===== src/rtl/mcdp_pkg.sv =====
package mcdp_pkg;

  localparam int ALU_OP_W = 3;

  typedef enum logic [ALU_OP_W-1:0] {
    ALU_ADD = 3'd0,
    ALU_SUB = 3'd1,
    ALU_AND = 3'd2,
    ALU_OR  = 3'd3,
    ALU_SLT = 3'd4
  } alu_op_e;

  typedef enum logic [1:0] {
    OPB_LATCH = 2'd0,
    OPB_FOUR  = 2'd1,
    OPB_IMM   = 2'd2,
    OPB_IMM4  = 2'd3
  } opb_src_e;

  typedef enum logic [1:0] {
    NPC_LIVE = 2'd0,
    NPC_HELD = 2'd1,
    NPC_JUMP = 2'd2,
    NPC_RSVD = 2'd3
  } npc_src_e;

endpackage


===== src/rtl/mcdp_alu.sv =====
module mcdp_alu
  import mcdp_pkg::*;
#(
  parameter int WORD_W = 32
) (
  input  logic [ALU_OP_W-1:0] op,
  input  logic [WORD_W-1:0]   a,
  input  logic [WORD_W-1:0]   b,
  output logic [WORD_W-1:0]   res,
  output logic                zero
);

  always_comb begin
    case (alu_op_e'(op))
      ALU_ADD: res = a + b;
      ALU_SUB: res = a - b;
      ALU_AND: res = a & b;
      ALU_OR:  res = a | b;
      ALU_SLT: res = {{(WORD_W-1){1'b0}}, ($signed(a) < $signed(b))};
      default: res = '0;
    endcase
  end

  assign zero = (res == '0);

endmodule


===== src/rtl/mcdp_imm_ext.sv =====
module mcdp_imm_ext #(
  parameter int IMM_W  = 16,
  parameter int WORD_W = 32
) (
  input  logic [IMM_W-1:0]  imm,
  output logic [WORD_W-1:0] sext,
  output logic [WORD_W-1:0] sext_x4
);

  localparam int FILL_W = WORD_W - IMM_W;

  assign sext    = {{FILL_W{imm[IMM_W-1]}}, imm};
  assign sext_x4 = {sext[WORD_W-3:0], 2'b00};

endmodule


===== src/rtl/mcdp_regfile.sv =====
module mcdp_regfile #(
  parameter int WORD_W = 32,
  parameter int IDX_W  = 5
) (
  input  logic              clk,
  input  logic              rst_n,
  input  logic              we,
  input  logic [IDX_W-1:0]  waddr,
  input  logic [WORD_W-1:0] wdata,
  input  logic [IDX_W-1:0]  raddr_a,
  input  logic [IDX_W-1:0]  raddr_b,
  output logic [WORD_W-1:0] rdata_a,
  output logic [WORD_W-1:0] rdata_b
);

  localparam int DEPTH = 1 << IDX_W;

  logic [WORD_W-1:0] cells [DEPTH];

  always_ff @(posedge clk or negedge rst_n) begin
    if (!rst_n) begin
      for (int i = 0; i < DEPTH; i++) cells[i] <= '0;
    end else if (we && (waddr != '0)) begin
      cells[waddr] <= wdata;
    end
  end

  assign rdata_a = cells[raddr_a];
  assign rdata_b = cells[raddr_b];

  // entry zero is never observed nonzero on either read port
  assert_zero_entry_a_R8: assert property (@(posedge clk) disable iff (!rst_n)
    (raddr_a == '0) |-> (rdata_a == '0));
  assert_zero_entry_b_R8: assert property (@(posedge clk) disable iff (!rst_n)
    (raddr_b == '0) |-> (rdata_b == '0));

endmodule


===== src/rtl/mcdp_datapath.sv =====
module mcdp_datapath
  import mcdp_pkg::*;
#(
  parameter int WORD_W    = 32,
  parameter int REG_IDX_W = 5,
  parameter int IMM_W     = 16,
  parameter int OPC_W     = 6,
  parameter int FUNCT_W   = 6,
  parameter int JUMP_W    = 26
) (
  input  logic              clk,
  input  logic              rst_n,
  input  logic              addr_sel_data,
  input  logic              opa_sel_reg,
  input  logic [1:0]        opb_sel,
  input  logic [2:0]        alu_op,
  input  logic [1:0]        npc_sel,
  input  logic              pc_we,
  input  logic              pc_we_on_zero,
  input  logic              ir_we,
  input  logic              rf_we,
  input  logic              dst_sel_rd,
  input  logic              wb_sel_mem,
  input  logic              mem_rd_req,
  input  logic              mem_wr_req,
  output logic [WORD_W-1:0] mem_addr,
  output logic [WORD_W-1:0] mem_wdata,
  input  logic [WORD_W-1:0] mem_rdata,
  output logic              mem_rd,
  output logic              mem_wr,
  output logic [OPC_W-1:0]  opcode,
  output logic [FUNCT_W-1:0] funct,
  output logic              alu_zero
);

  localparam int RS_LSB  = WORD_W - OPC_W - REG_IDX_W;
  localparam int RT_LSB  = RS_LSB - REG_IDX_W;
  localparam int RD_LSB  = RT_LSB - REG_IDX_W;
  localparam int PCHI_W  = WORD_W - JUMP_W - 2;

  logic [WORD_W-1:0] pc_q, instr_q, mdata_q, opa_q, opb_q, res_q;
  logic [WORD_W-1:0] rf_rdata_a, rf_rdata_b, rf_wdata;
  logic [REG_IDX_W-1:0] rf_waddr;
  logic [WORD_W-1:0] alu_a, alu_b, alu_res;
  logic [WORD_W-1:0] imm_sext, imm_sext_x4;
  logic [WORD_W-1:0] jump_tgt, next_pc;
  logic              pc_load;

  // Register file: writes land at the edge, reads are combinational
  assign rf_waddr = dst_sel_rd ? instr_q[RD_LSB +: REG_IDX_W]
                               : instr_q[RT_LSB +: REG_IDX_W];
  assign rf_wdata = wb_sel_mem ? mdata_q : res_q;

  mcdp_regfile #(.WORD_W(WORD_W), .IDX_W(REG_IDX_W)) u_rf (
    .clk     (clk),
    .rst_n   (rst_n),
    .we      (rf_we),
    .waddr   (rf_waddr),
    .wdata   (rf_wdata),
    .raddr_a (instr_q[RS_LSB +: REG_IDX_W]),
    .raddr_b (instr_q[RT_LSB +: REG_IDX_W]),
    .rdata_a (rf_rdata_a),
    .rdata_b (rf_rdata_b)
  );

  mcdp_imm_ext #(.IMM_W(IMM_W), .WORD_W(WORD_W)) u_imm (
    .imm     (instr_q[IMM_W-1:0]),
    .sext    (imm_sext),
    .sext_x4 (imm_sext_x4)
  );

  // Operand selection for the single shared ALU
  assign alu_a = opa_sel_reg ? opa_q : pc_q;

  always_comb begin
    case (opb_src_e'(opb_sel))
      OPB_LATCH: alu_b = opb_q;
      OPB_FOUR:  alu_b = WORD_W'(4);
      OPB_IMM:   alu_b = imm_sext;
      default:   alu_b = imm_sext_x4;
    endcase
  end

  mcdp_alu #(.WORD_W(WORD_W)) u_alu (
    .op   (alu_op),
    .a    (alu_a),
    .b    (alu_b),
    .res  (alu_res),
    .zero (alu_zero)
  );

  // Next-PC selection and write qualification
  assign jump_tgt = {pc_q[WORD_W-1 -: PCHI_W], instr_q[JUMP_W-1:0], 2'b00};

  always_comb begin
    case (npc_src_e'(npc_sel))
      NPC_HELD: next_pc = res_q;
      NPC_JUMP: next_pc = jump_tgt;
      default:  next_pc = alu_res;
    endcase
  end

  assign pc_load = pc_we | (pc_we_on_zero & alu_zero);

  // Architectural PC and the inter-cycle holding registers
  always_ff @(posedge clk or negedge rst_n) begin
    if (!rst_n) begin
      pc_q    <= '0;
      instr_q <= '0;
      mdata_q <= '0;
      opa_q   <= '0;
      opb_q   <= '0;
      res_q   <= '0;
    end else begin
      mdata_q <= mem_rdata;
      opa_q   <= rf_rdata_a;
      opb_q   <= rf_rdata_b;
      res_q   <= alu_res;
      if (ir_we)   instr_q <= mem_rdata;
      if (pc_load) pc_q    <= next_pc;
    end
  end

  // Memory port and controller feedback
  assign mem_addr  = addr_sel_data ? res_q : pc_q;
  assign mem_wdata = opb_q;
  assign mem_rd    = mem_rd_req;
  assign mem_wr    = mem_wr_req;
  assign opcode    = instr_q[WORD_W-1 -: OPC_W];
  assign funct     = instr_q[FUNCT_W-1:0];

  // instruction register only changes under its enable
  assert_ir_hold_R3: assert property (@(posedge clk) disable iff (!rst_n)
    !ir_we |=> $stable(instr_q));
  assert_ir_load_R3: assert property (@(posedge clk) disable iff (!rst_n)
    ir_we |=> (instr_q == $past(mem_rdata)));

  // memory data register follows the read bus one edge later
  assert_mdr_capture_R9: assert property (@(posedge clk) disable iff (!rst_n)
    rst_n |=> (mdata_q == $past(mem_rdata)));

  // result latch holds the previous cycle's ALU output
  assert_result_latch_R5: assert property (@(posedge clk) disable iff (!rst_n)
    rst_n |=> (res_q == $past(alu_res)));

  // a subtraction flags zero exactly on equal operands
  assert_sub_zero_R6: assert property (@(posedge clk) disable iff (!rst_n)
    (alu_op == 3'(ALU_SUB)) |-> (alu_zero == (alu_a == alu_b)));

  // PC holds when no write is requested, or the conditional one fails
  assert_pc_idle_R10: assert property (@(posedge clk) disable iff (!rst_n)
    (!pc_we && !pc_we_on_zero) |=> $stable(pc_q));
  assert_pc_cond_R10: assert property (@(posedge clk) disable iff (!rst_n)
    (!pc_we && pc_we_on_zero && !alu_zero) |=> $stable(pc_q));

  // a jump keeps the upper PC bits and lands word aligned
  assert_jump_region_R11: assert property (@(posedge clk) disable iff (!rst_n)
    (pc_we && npc_sel == 2'(NPC_JUMP)) |=>
      (pc_q[WORD_W-1 -: PCHI_W] == $past(pc_q[WORD_W-1 -: PCHI_W])) && (pc_q[1:0] == 2'b00));

endmodule


===== config.mk =====
export PLATFORM = sky130hd
export DESIGN_NAME = mcdp_datapath
export DESIGN_NICKNAME = d
export VERILOG_FILES = /design/src/rtl/mcdp_pkg.sv /design/src/rtl/mcdp_alu.sv /design/src/rtl/mcdp_imm_ext.sv /design/src/rtl/mcdp_regfile.sv /design/src/rtl/mcdp_datapath.sv
export SDC_FILE = /design/constraint.sdc
export NUM_CORES = 2
export LEC_CHECK = 0
export BUFFER_PORTS_ARGS = -buffer_cell sky130_fd_sc_hd__buf_2
export CORE_MARGIN = 4
export CORE_UTILIZATION = 55
export CTS_CLUSTER_DIAMETER = 100
export DETAILED_ROUTE_END_ITERATION = 16
export PLACE_DENSITY = 0.82
export SYNTH_ARGS = -nofsm -noshare
export SYNTH_HDL_FRONTEND = slang
export SYNTH_HIERARCHICAL = 1
export SYNTH_SLANG_ARGS = --single-unit

===== constraint.sdc =====
create_clock -name clk -period 7.6 [get_ports clk]
set_input_delay 1.14 -clock clk [delete_from_list [all_inputs] [get_ports clk]]
set_output_delay 1.14 -clock clk [all_outputs]
set_load 0.05 [all_outputs]

==> out/qor.csv <==
metric,value,unit
finalWirelength,222,mm
crit_path_top_delay_cell,or4b_1,
async_flop_share,100,%
gp_congestion,0.977,
detail_route.vias_per_cell,6.88,
cts_hold_buffers,0,
critPathArrivalTime,6.20,ns
yosys_warnings,6,
fmax,0.136,GHz
cts.path.max_buffers,3,
grt_max_degree,192,
fill_cells,9732,
finalHoldViolCount,0,
p_leak,35.6,nW
r2r-start,instr_q[15]$_DFFE_PN0P_,
worst-path-max-fanout,7,
cts_tree,done,
max_stage_delay,0.63,ns
antenna_found_initial,13,
synth_area_per_cell,11.5,µm²
ff2ff_path_depth,18,
status,finished clean,
period_share,96.6,%
die_y,365,µm
layout.nets,5972,
ys_seq_area_share,43.4,%
slew_violations,0,
die_area,133000,µm²
r2r_setup_slack,1.81,ns
gr-total-overflow,0,
criticalPathCategory,input port to output pin,
ir_worst_vdd,0.232,mV
drive_gt1_share,27.9,%
synth_edf_count,0,
vias,52000,
setup_violations,0,
die_x,365,µm
syn2layout_area_growth,6.70,%
start_kind,input port,
place_hpwl,131,mm
initialDrtViolationCount,5875,
final_cells,7563,
clkTransAtPathRegs,0.06,ns
first_pass_iters,7,
yosys.cell_types.count,81,
synth_area,70000,µm²
critPathCaptureType,output pin,
register_area,30400,µm²
worstSetupEndpoint,alu_zero,
hold_path.class,flip-flop to flip-flop,
grt_pass1_vias,52300,
synth-seq-cells,1216,
clock-sinks,1216,
tightest_slew,1.11,ns
startpoint,opb_sel[0],
finalInstanceArea,74700,µm²
wire_per_inst,29.4,µm
syn_inst,6072,
placed_cells,7342,
path_cells,"buf_2, buf_4, mux2_4, a22o_1, inv_1, ha_1, buf_4, inv_1, a21oi_1, o31ai_1, o211ai_1, a31o_2, a21oi_1, o31ai_1, or4b_1, nor4_2, nand4_1, nor4_2, buf_4, buf_2",
setup_slack,0.259,ns
slew_headroom,25.0,%
dpl_cell_area,70600,µm²
crit_top_cell,buf_4,
grt_pass1_wl,329,mm
skew,0.0269,ns
clock_tree.root_cell,clkbuf_16,
cp.required,6.46,ns
htreeDepth,3,
fp-row-count,130,
core_area,126000,µm²
ys.flop_type,dfrtp_1,
io_pins,130,
p_per_area,339,nW/µm²
initial_utilization,55.6,%
port_buffers,125,
worstReg2RegEnd,pc_q[30]$_DFFE_PN0P_,
multi_input_area,35900,µm²
layout_min_cycle_time,7.34,ns
place_ws,0.0850,ns
ant_nets,0,
remaining_drc_errors,0,
cts_buffers,118,
drv_cap,0,
insertion_delay,0.74,ns
groute.usage.overall,32.5,%
## critical path: cells and delay by family
| family | cells | cell delay, ns |
|---|---|---|
| compound gates | 7 | 1.75 |
| buf+inv | 7 | 1.37 |
| simple gates | 4 | 1.31 |
| mux | 1 | 0.31 |
| fa+ha+maj | 1 | 0.29 |
## metal layers
layer	vias to the layer above	track usage [%]	routed length [µm]
met5	-	0	38
met4	6	17.5	14100
met3	898	7.39	23100
met2	3121	51.3	100000
met1	26400	41.9	84600
li1	21600	-	-
## cell usage after synthesis, types with 8 or more instances
library cell,number,share of area (%)
or3_1,9,0.080
inv_1,96,0.51
buf_4,147,1.6
a211oi_1,20,0.21
nand3_1,212,1.5
a221oi_1,28,0.35
buf_2,149,1.1
a22oi_1,199,2.1
o211ai_1,18,0.19
o31ai_1,37,0.40
nor4_1,12,0.11
ha_1,107,1.9
dfrtp_1,1216,43
o21a_1,10,0.11
o22ai_1,12,0.11
nand2b_1,10,0.089
nor3_1,91,0.65
nand2_1,311,1.7
nor2_1,66,0.35
clkbuf_1,265,1.4
nor2_4,17,0.27
buf_6,53,0.85
or2_2,8,0.071
mux2_2,1081,17
and3_1,9,0.080
a31oi_1,78,0.70
nand4_1,14,0.13
nor2b_1,43,0.38
a21o_1,12,0.13
mux2_1,49,0.79
buf_1,31,0.17
xnor2_1,14,0.18
mux2_4,28,0.60
mux2i_1,1034,15
o21ai_0,62,0.44
a22o_1,160,2.0
a21oi_1,266,1.9
## sequential cells by signal, indices dropped and copies added (netlist names)
name        flops
u_rf/cells   1024
instr_q        32
mdata_q        32
mem_wdata      32
opa_q          32
pc_q           32
res_q          32
## where the power goes
group          total, mW  internal (mW)  switching [mW]  leakage [nW]
logic               8.39           3.88            4.51          17.8
clock network       6.17           3.59            2.58          1.99
registers           10.7           8.78            1.96          15.8
total               25.3           16.3            9.05          35.6
## kinds of logic (layout without fill, tap and decap cells)
family / after synthesis / after routing / share of synthesized area, %
other cells: 1 / 6 / 0.00535
simple gates: 833 / 833 / 5.81
mux: 2192 / 2192 / 33.5
buf+inv: 742 / 578 / 5.60
xor+xnor: 15 / 15 / 0.188
flops: 1216 / 1216 / 43.4
compound gates: 964 / 964 / 9.45
fa+ha+maj: 109 / 109 / 1.97
## what timing repair did
| item | in CTS | in global routing |
|---|---|---|
| buffers inserted | 0 | 0 |
| resized for setup | 0 | 6 |
| setup endpoints to repair | 0 | 1 |
## final cells by class
cell class / count / area share (%)
clock inverters: 46 / 0.809
repair buffers: 264 / 2.57
diodes: 4 / 0.0134
flip-flops and latches: 1216 / 40.7
inverters: 97 / 0.487
clock buffers: 171 / 4.62
multi-input cells: 4115 / 48.0
well taps: 1650 / 2.76
## metrics by stage
step	TNS [ns]	hold slack (ns)	power (mW)	util, %
3_5_place_dp	0	0.388	18.9	56.0
6_report	0	0.397	25.3	59.3
5_1_grt	-0.00911	0.408	26.5	59.3
3_3_place_gp	0	0.384	18.4	56.0
4_1_cts	0	0.401	25.1	59.3
2_1_floorplan	0	0.449	16.4	-
## cells in the final DEF (no fill, tap or decap), types with 104 or more instances in the layout
| cell type | count |
|---|---|
| dfrtp_1 | 1214 |
| mux2_2 | 1081 |
| mux2i_1 | 1034 |
| nand2_1 | 294 |
| a21oi_1 | 265 |
| nand3_1 | 212 |
| a22oi_1 | 199 |
| a22o_1 | 160 |
| buf_2 | 124 |
| clkbuf_16 | 120 |
| buf_4 | 120 |
| ha_1 | 104 |
## worst min path at each step
stage / cells past startpoint / start / slack, ns / to
6_report: 0 / u_rf/cells[1016]$_DFFE_PN0P_ / 0.40 / u_rf/cells[1016]$_DFFE_PN0P_
4_1_cts: 0 / u_rf/cells[996]$_DFFE_PN0P_ / 0.40 / u_rf/cells[996]$_DFFE_PN0P_
3_5_place_dp: 0 / u_rf/cells[992]$_DFFE_PN0P_ / 0.39 / u_rf/cells[992]$_DFFE_PN0P_
2_1_floorplan: 1 / u_rf/cells[1000]$_DFFE_PN0P_ / 0.45 / u_rf/cells[1000]$_DFFE_PN0P_
3_3_place_gp: 0 / u_rf/cells[1017]$_DFFE_PN0P_ / 0.38 / u_rf/cells[1017]$_DFFE_PN0P_
5_1_grt: 0 / u_rf/cells[996]$_DFFE_PN0P_ / 0.41 / u_rf/cells[996]$_DFFE_PN0P_
Note: power is estimated with default switching activity, not from simulation.
